File: config.mk
export PLATFORM = sky130hd
export DESIGN_NAME = s2m_write_adapter
export DESIGN_NICKNAME = d
export VERILOG_FILES = /design/src/rtl/s2m_pkg.sv /design/src/rtl/s2m_rst_sync.sv /design/src/rtl/s2m_regs.sv /design/src/rtl/s2m_engine.sv /design/src/rtl/s2m_write_adapter.sv
export SDC_FILE = /design/constraint.sdc
export NUM_CORES = 1
export LEC_CHECK = 0
export BUFFER_PORTS_ARGS = -buffer_cell sky130_fd_sc_hd__buf_2
export CAP_MARGIN = 20
export CORE_UTILIZATION = 50
export CTS_BUF_LIST = sky130_fd_sc_hd__clkbuf_2 sky130_fd_sc_hd__clkbuf_4 sky130_fd_sc_hd__clkbuf_8
export CTS_CLUSTER_DIAMETER = 50
export DETAILED_ROUTE_END_ITERATION = 10
export PLACE_DENSITY = 0.8
export SYNTH_ARGS = -nofsm -noshare
export SYNTH_HDL_FRONTEND = slang
export SYNTH_SLANG_ARGS = --single-unit
File: constraint.sdc
create_clock -name clk -period 3.2 [get_ports clk]
set_input_delay 0.32 -clock clk [delete_from_list [all_inputs] [get_ports clk]]
set_output_delay 0.32 -clock clk [all_outputs]
set_load 0.005 [all_outputs]
File: src/rtl/s2m_pkg.sv
`timescale 1ns/1ps
package s2m_pkg;
  // register word offsets from the base address
  typedef enum logic [1:0] {
    OFS_COUNT = 2'd0,
    OFS_START = 2'd1,
    OFS_LEN   = 2'd2,
    OFS_STAT  = 2'd3
  } reg_ofs_e;

  // status register bit positions
  localparam int ST_DONE  = 0;
  localparam int ST_ARMED = 1;
  localparam int ST_PEND  = 2;
  localparam int ST_W     = 3;
endpackage

File: src/rtl/s2m_rst_sync.sv
`timescale 1ns/1ps
module s2m_rst_sync #(
  parameter int STAGES = 2
) (
  input  logic clk,
  input  logic rst_n,
  output logic rst_n_sync
);
  logic [STAGES-1:0] sync_q;
  logic [STAGES-1:0] sync_d;

  generate
    if (STAGES == 1) begin : g_one
      assign sync_d = 1'b1;
    end else begin : g_chain
      assign sync_d = {sync_q[STAGES-2:0], 1'b1};
    end
  endgenerate

  always_ff @(posedge clk or negedge rst_n) begin
    if (!rst_n) sync_q <= '0;
    else        sync_q <= sync_d;
  end

  assign rst_n_sync = sync_q[STAGES-1];
endmodule

File: src/rtl/s2m_regs.sv
`timescale 1ns/1ps
module s2m_regs
  import s2m_pkg::*;
#(
  parameter int               RADDR_W   = 16,
  parameter int               RDATA_W   = 32,
  parameter int               MADDR_W   = 16,
  parameter int               LEN_W     = 16,
  parameter logic [RADDR_W-1:0] BASE_ADDR = 16'h5200
) (
  input  logic               clk,
  input  logic               rst_n,
  input  logic [RADDR_W-1:0] reg_addr,
  input  logic               reg_wr,
  input  logic [RDATA_W-1:0] reg_wdata,
  output logic [RDATA_W-1:0] reg_rdata,
  input  logic               eng_busy,
  input  logic               eng_live,
  input  logic               eng_done,
  input  logic [LEN_W-1:0]   eng_count,
  output logic               arm,
  output logic [LEN_W-1:0]   arm_len,
  output logic [MADDR_W-1:0] arm_addr
);
  localparam int HI_W = RADDR_W - 2;

  logic [MADDR_W-1:0] start_q, start_d;
  logic [LEN_W-1:0]   len_q,   len_d;
  logic               pend_q,  pend_d;
  logic               hit;
  reg_ofs_e           ofs;
  logic               wr_start, wr_len;
  logic [ST_W-1:0]    status;
  logic               unused_wdata;

  assign hit      = (reg_addr[RADDR_W-1:2] == BASE_ADDR[RADDR_W-1:2]);
  assign ofs      = reg_ofs_e'(reg_addr[1:0]);
  assign wr_start = reg_wr && hit && (ofs == OFS_START);
  assign wr_len   = reg_wr && hit && (ofs == OFS_LEN);
  assign unused_wdata = ^reg_wdata;

  // next state
  always_comb begin
    start_d  = start_q;
    len_d    = len_q;
    pend_d   = pend_q;
    arm      = 1'b0;
    arm_len  = len_q;
    arm_addr = start_q;
    if (wr_start) start_d = reg_wdata[MADDR_W-1:0];
    if (wr_len) begin
      len_d = reg_wdata[LEN_W-1:0];
      if (eng_busy) begin
        pend_d = 1'b1;
      end else begin
        arm     = 1'b1;
        arm_len = reg_wdata[LEN_W-1:0];
        pend_d  = 1'b0;
      end
    end else if (pend_q && !eng_busy) begin
      arm    = 1'b1;
      pend_d = 1'b0;
    end
  end

  // registers
  always_ff @(posedge clk or negedge rst_n) begin
    if (!rst_n) begin
      start_q <= '0;
      len_q   <= '0;
      pend_q  <= 1'b0;
    end else begin
      if (wr_start)        start_q <= start_d;
      if (wr_len)          len_q   <= len_d;
      if (wr_len || arm)   pend_q  <= pend_d;
    end
  end

  // read path
  always_comb begin
    status           = '0;
    status[ST_DONE]  = eng_done;
    status[ST_ARMED] = eng_live;
    status[ST_PEND]  = pend_q;
    reg_rdata = '0;
    if (hit) begin
      case (ofs)
        OFS_COUNT: reg_rdata = RDATA_W'(eng_count);
        OFS_START: reg_rdata = RDATA_W'(start_q);
        OFS_LEN:   reg_rdata = RDATA_W'(len_q);
        OFS_STAT:  reg_rdata = RDATA_W'(status);
        default:   reg_rdata = '0;
      endcase
    end
  end

  // a base narrower than two bits would leave no room for offsets
  if (HI_W < 1) begin : g_bad_width
    initial $display("s2m_regs: RADDR_W must exceed 2");
  end
endmodule

File: src/rtl/s2m_engine.sv
`timescale 1ns/1ps
module s2m_engine #(
  parameter int DATA_W  = 32,
  parameter int MADDR_W = 16,
  parameter int LEN_W   = 16
) (
  input  logic               clk,
  input  logic               rst_n,
  input  logic               arm,
  input  logic [LEN_W-1:0]   arm_len,
  input  logic [MADDR_W-1:0] arm_addr,
  input  logic               s_valid,
  input  logic [DATA_W-1:0]  s_data,
  output logic               s_ready,
  output logic               mem_req,
  input  logic               mem_ack,
  output logic [MADDR_W-1:0] mem_addr,
  output logic [DATA_W-1:0]  mem_wdata,
  output logic [LEN_W-1:0]   count,
  output logic [LEN_W-1:0]   len,
  output logic               live,
  output logic               done,
  output logic               busy
);
  localparam int CW = LEN_W + 1;

  logic               live_q,  live_d;
  logic [LEN_W-1:0]   len_q,   len_d;
  logic [LEN_W-1:0]   count_q, count_d;
  logic [MADDR_W-1:0] addr_q,  addr_d;
  logic               req_q,   req_d;
  logic [DATA_W-1:0]  wdata_q;
  logic [CW-1:0]      issued;
  logic               room, slot_free, take, ack;
  logic               en_ptr, en_req;

  assign issued    = {1'b0, count_q} + CW'(req_q);
  assign room      = issued < {1'b0, len_q};
  assign slot_free = !req_q || mem_ack;
  assign s_ready   = live_q && room && slot_free;
  assign take      = s_valid && s_ready;
  assign ack       = req_q && mem_ack;

  // next state
  always_comb begin
    live_d  = live_q;
    len_d   = len_q;
    count_d = count_q;
    addr_d  = addr_q;
    req_d   = req_q;
    if (arm) begin
      live_d  = 1'b1;
      len_d   = arm_len;
      count_d = '0;
      addr_d  = arm_addr;
    end else if (ack) begin
      count_d = count_q + 1'b1;
      addr_d  = addr_q + 1'b1;
    end
    if (take)     req_d = 1'b1;
    else if (ack) req_d = 1'b0;
  end

  assign en_ptr = arm || ack;
  assign en_req = take || ack;

  // registers
  always_ff @(posedge clk or negedge rst_n) begin
    if (!rst_n) begin
      live_q  <= 1'b0;
      len_q   <= '0;
      count_q <= '0;
      addr_q  <= '0;
      req_q   <= 1'b0;
      wdata_q <= '0;
    end else begin
      if (arm)    live_q  <= live_d;
      if (arm)    len_q   <= len_d;
      if (en_ptr) count_q <= count_d;
      if (en_ptr) addr_q  <= addr_d;
      if (en_req) req_q   <= req_d;
      if (take)   wdata_q <= s_data;
    end
  end

  assign mem_req   = req_q;
  assign mem_addr  = addr_q;
  assign mem_wdata = wdata_q;
  assign count     = count_q;
  assign len       = len_q;
  assign live      = live_q;
  assign done      = live_q && (count_q == len_q);
  assign busy      = live_q && !done;
endmodule

File: src/rtl/s2m_write_adapter.sv
`timescale 1ns/1ps
module s2m_write_adapter #(
  parameter int                 DATA_W    = 32,
  parameter int                 MADDR_W   = 16,
  parameter int                 LEN_W     = 16,
  parameter int                 RADDR_W   = 16,
  parameter int                 RDATA_W   = 32,
  parameter logic [RADDR_W-1:0] BASE_ADDR = 16'h5200,
  parameter int                 SYNC_STAGES = 2
) (
  input  logic               clk,
  input  logic               rst_n,
  input  logic [RADDR_W-1:0] reg_addr,
  input  logic               reg_wr,
  input  logic [RDATA_W-1:0] reg_wdata,
  output logic [RDATA_W-1:0] reg_rdata,
  input  logic               s_valid,
  input  logic [DATA_W-1:0]  s_data,
  output logic               s_ready,
  output logic               mem_req,
  input  logic               mem_ack,
  output logic [MADDR_W-1:0] mem_addr,
  output logic [DATA_W-1:0]  mem_wdata
);
  logic               rst_n_int;
  logic               arm;
  logic [LEN_W-1:0]   arm_len;
  logic [MADDR_W-1:0] arm_addr;
  logic [LEN_W-1:0]   eng_count;
  logic [LEN_W-1:0]   eng_len;
  logic               eng_live, eng_done, eng_busy;

  s2m_rst_sync #(.STAGES(SYNC_STAGES)) u_rst (
    .clk        (clk),
    .rst_n      (rst_n),
    .rst_n_sync (rst_n_int)
  );

  s2m_regs #(
    .RADDR_W   (RADDR_W),
    .RDATA_W   (RDATA_W),
    .MADDR_W   (MADDR_W),
    .LEN_W     (LEN_W),
    .BASE_ADDR (BASE_ADDR)
  ) u_regs (
    .clk       (clk),
    .rst_n     (rst_n_int),
    .reg_addr  (reg_addr),
    .reg_wr    (reg_wr),
    .reg_wdata (reg_wdata),
    .reg_rdata (reg_rdata),
    .eng_busy  (eng_busy),
    .eng_live  (eng_live),
    .eng_done  (eng_done),
    .eng_count (eng_count),
    .arm       (arm),
    .arm_len   (arm_len),
    .arm_addr  (arm_addr)
  );

  s2m_engine #(
    .DATA_W  (DATA_W),
    .MADDR_W (MADDR_W),
    .LEN_W   (LEN_W)
  ) u_eng (
    .clk       (clk),
    .rst_n     (rst_n_int),
    .arm       (arm),
    .arm_len   (arm_len),
    .arm_addr  (arm_addr),
    .s_valid   (s_valid),
    .s_data    (s_data),
    .s_ready   (s_ready),
    .mem_req   (mem_req),
    .mem_ack   (mem_ack),
    .mem_addr  (mem_addr),
    .mem_wdata (mem_wdata),
    .count     (eng_count),
    .len       (eng_len),
    .live      (eng_live),
    .done      (eng_done),
    .busy      (eng_busy)
  );
endmodule

==> key figures <==
Run status
  • Status: completed

STA
  • Max Slew Vio Count: 0
  • Fin crit period: 3090 ps
  • Final hold viol count: 0
  • Final hold slack: about 100 ps
  • Tightest Pin Transition: approximately 830 ps
  • Fmax: roughly 0.32 GHz
  • Final period utilization: 0.964
  • Slew headroom: 0.449
  • Worst clock skew: between 10 and 15 ps
  • Final setup viols: 0

Pwr
  • Peak VDD IR: 0.427 mV
  • Leak Pwr: about 3.7 nW
  • PD cells: roughly 500 mW/mm2

Worst setup path
  • Reg2reg path depth: 13
  • CP Capture Type: output port
  • RR Endpoint: u_eng.mem_wdata[26]
  • Critical-path top delay cell: dfrtp_1
  • CP Cell Sequence: ha_4, ha_4, and3_4, nand2_2, xnor2_2, ha_1, and4_4, a221oi_2, o211a_1, o211a_1, buf_2
  • Crit start category: register
  • RR Startpoint: u_eng.mem_req
  • Arr. time, crit path: ~2800 ps
  • Crit path max-delay family: adder cells
  • Max incr delay on CP: 400 ps
  • Buf/Inv on CP: 1
  • Cell depth of the worst setup path: 11
  • Req. time, crit path: ~2900 ps
  • Crit path max fanout: 4
  • Kind of critical path: register to output port
  • Setup slack, reg-to-reg: 150 ps

Global routing
  • Initial antenna violation count: 0
  • Vias in the first global route: 4911
  • Largest net degree at the start of global routing: 65
  • All-Layer GR Usage: 0.234
  • First-pass GRT wire length: 23500 um
  • GRT overflow: 0

Final layout
  • # nets final: ~840
  • Share of cells above drive strength 1: 0.369
  • Diodes inserted: 0
  • Fill count: 968
  • Non-Filler Instances: 915
  • Post-Route Utilization: 0.623
  • Commonest non-fill, non-tap cell in the layout: buf_2
  • Most frequent cells in the layout: 134 x buf_2, 114 x dfrtp_1, 58 x nand2_1, 57 x nor2_1, 52 x mux2_2
  • Syn-to-layout area delta: 20.1%

Clock tree
  • # clock sinks: 117
  • CTS tree: yes
  • Worst-Skew Late Latency: 430 ps
  • Num CTS Buffers: 17
  • Max Root-Sink Buffers: 2
  • CTS root buf: clkbuf_8
  • H-tree levels: 4
  • Clock slew at reported path FFs: roughly 70 ps

Yosys
  • Synth warn: 0
  • Mean Syn Cell Area: 10.6 um2
  • Post-synth EDFFs: 0
  • Post-synth ARST share: 1.00
  • Synth unique cells: 49
  • Compound-Gate Fraction of Synth Area: 0.0641
  • Largest family of logic cells by synthesized area: simple AND/OR/NAND/NOR gates
  • Syn Std Cell Area: around 0.0063 mm2
  • Post-synthesis mux area share: 0.141
  • XOR/XNOR Fraction of Synth Area: 0.0836
  • Syn Inst Count: 593
  • Top cell type's share of synthesized area: 0.466
  • Synth Register Bits: 117
  • Register area share after synthesis: 0.466
  • Post-synthesis adder-cell area fraction: 0.0378
  • Simple-Gate Fraction of Synth Area: 0.145
  • Main area contributors after synthesis: dfrtp_1 47%, mux2_2 9.3%, xor2_1 5.6%
  • Top cell type by total area after synthesis: dfrtp_1
  • Main synth FF type: dfrtp_1

Place
  • Port buffer count: around 130
  • Placer Congestion: 0.846
  • Placed Instances: between 800 and 900
  • Detailed placer's ending HPWL: 10600 um

Routing
  • DRT iter0 DRCs: 255
  • Residual DRC: 0
  • Vias: 4800
  • Vias per Instance: 5.25
  • WL final: 14300 um
  • First-pass iteration count of the detailed router: 5
  • Routed wire per std cell: 15.7 um
  • Post-route ant nets: 0

Worst hold path
  • Hold Path Stages: 2
  • Hold Path Origin: s_data[14]
  • Hold Crit Endpoint: u_eng.mem_wdata[14]
  • Hold WC Path Type: primary input to register

Die
  • Row cnt: 40
  • Initial Utilization: 0.519
  • Die Ht: 114 um
  • Core Footprint: 0.0121 mm2
  • DIE AREA: 0.0130 mm2
  • I/O pins: 167
  • Die width: 114 um

Job
  • Maxcap violations: 0
## report_power, final
part / switching [mW] / total, mW / internal (mW)
combinational: 0.359 / 0.739 / 0.380
sequential: 0.126 / 1.74 / 1.61
clock: 0.543 / 1.24 / 0.692
## registers in the layout, summed over array words and instances, names as in the netlist
register         count
u_eng.count         16
u_eng.len           16
u_eng.live           1
u_eng.mem_addr      16
u_eng.mem_req        1
u_eng.mem_wdata     32
u_regs.arm_addr     16
u_regs.len_q        16
u_regs.pend_q        1
u_rst.sync_q         2
## area by class of cell
type	instances	area (um2)	share of cell area
Inverter	18	67.6	0.00896
Timing Repair Buffer	160	881	0.117
Tap cell	168	210	0.0279
Sequential cell	117	2930	0.389
Multi-Input combinational cell	423	3090	0.410
Clock buffer	24	305	0.0405
Clock inverter	5	52.6	0.00697
## worst reg2reg max path, stage by stage, from the launching register on
cell,delay (ps)
dfrtp_1,400
ha_4,160
ha_4,140
and3_4,210
nand2_2,70
xnor2_2,130
ha_1,300
and4_4,240
nand3_1,80
o211a_1,230
buf_4,140
o2111ai_4,210
buf_12,240
mux2_2,370
## worst max path at each step
stage | startpoint | to | slack [ps]
floorplan | u_eng.count[0] | u_eng.mem_wdata[13] | 180
global placement | u_eng.mem_req | u_eng.mem_wdata[0] | 150
detailed placement | u_eng.mem_req | u_eng.mem_wdata[22] | 20
CTS | u_eng.count[0] | s_ready | 10
global route | u_eng.mem_req | s_ready | -6
finish | u_eng.mem_req | s_ready | 110
## routing by layer
metal / up-vias / GRT usage / part of all wire
li1: 2270 / - / -
met1: 2312 / 0.289 / 0.42
met2: 198 / 0.396 / 0.48
met3: 20 / 0.0630 / 0.074
met4: 0 / 0.0805 / 0.018
met5: - / 0 / 0
## stage by stage
step           area, um2  setup WS, ps  setup TNS (ps)  power, mW
2_1_floorplan       6340           177               0       2.15
3_3_place_gp        7060           146               0       2.40
3_5_place_dp        7060          24.3               0       2.44
4_1_cts             7490          12.5               0       3.71
5_1_grt             7540         -6.04           -6.04       3.90
6_report            7540           114               0       3.71
## cells by family (layout without fill, tap and decap cells)
kind of cell / Yosys count / count (layout)
mux: 77 / 77
xor+xnor: 60 / 60
other cells: 2 / 17
simple gates: 184 / 184
flops: 117 / 117
buf+inv: 68 / 207
fa+ha+maj: 19 / 19
compound gates: 66 / 66
## synth_stat cells (3+ instances only)
cell      count
dfrtp_1     117
nand2_1      60
nor2_1       58
mux2_2       52
xor2_1       40
o21ai_0      26
a21oi_1      22
xnor2_1      20
buf_4        19
ha_1         19
inv_1        18
buf_2        16
nand4_1      15
mux2i_1      14
nand3_1      14
clkbuf_1      8
a21o_1        5
and3_1        5
buf_6         5
mux2_1        5
nor4_1        5
mux2_4        4
nor2b_1       4
nor3_1        4
nand2_2       3
o21ai_2       3
o22ai_1       3
## timing repair
| item | CTS | global route |
|---|---|---|
| setup buffers | 4 | 2 |
| endpoints found under the hold margin | 2 | 0 |
| resized for setup | 8 | 9 |
| endpoints found under the setup margin | 7 | 33 |
| hold buffers | 1 | 0 |
| pin swaps | 5 | 4 |
(Power assumes the default switching activity.)
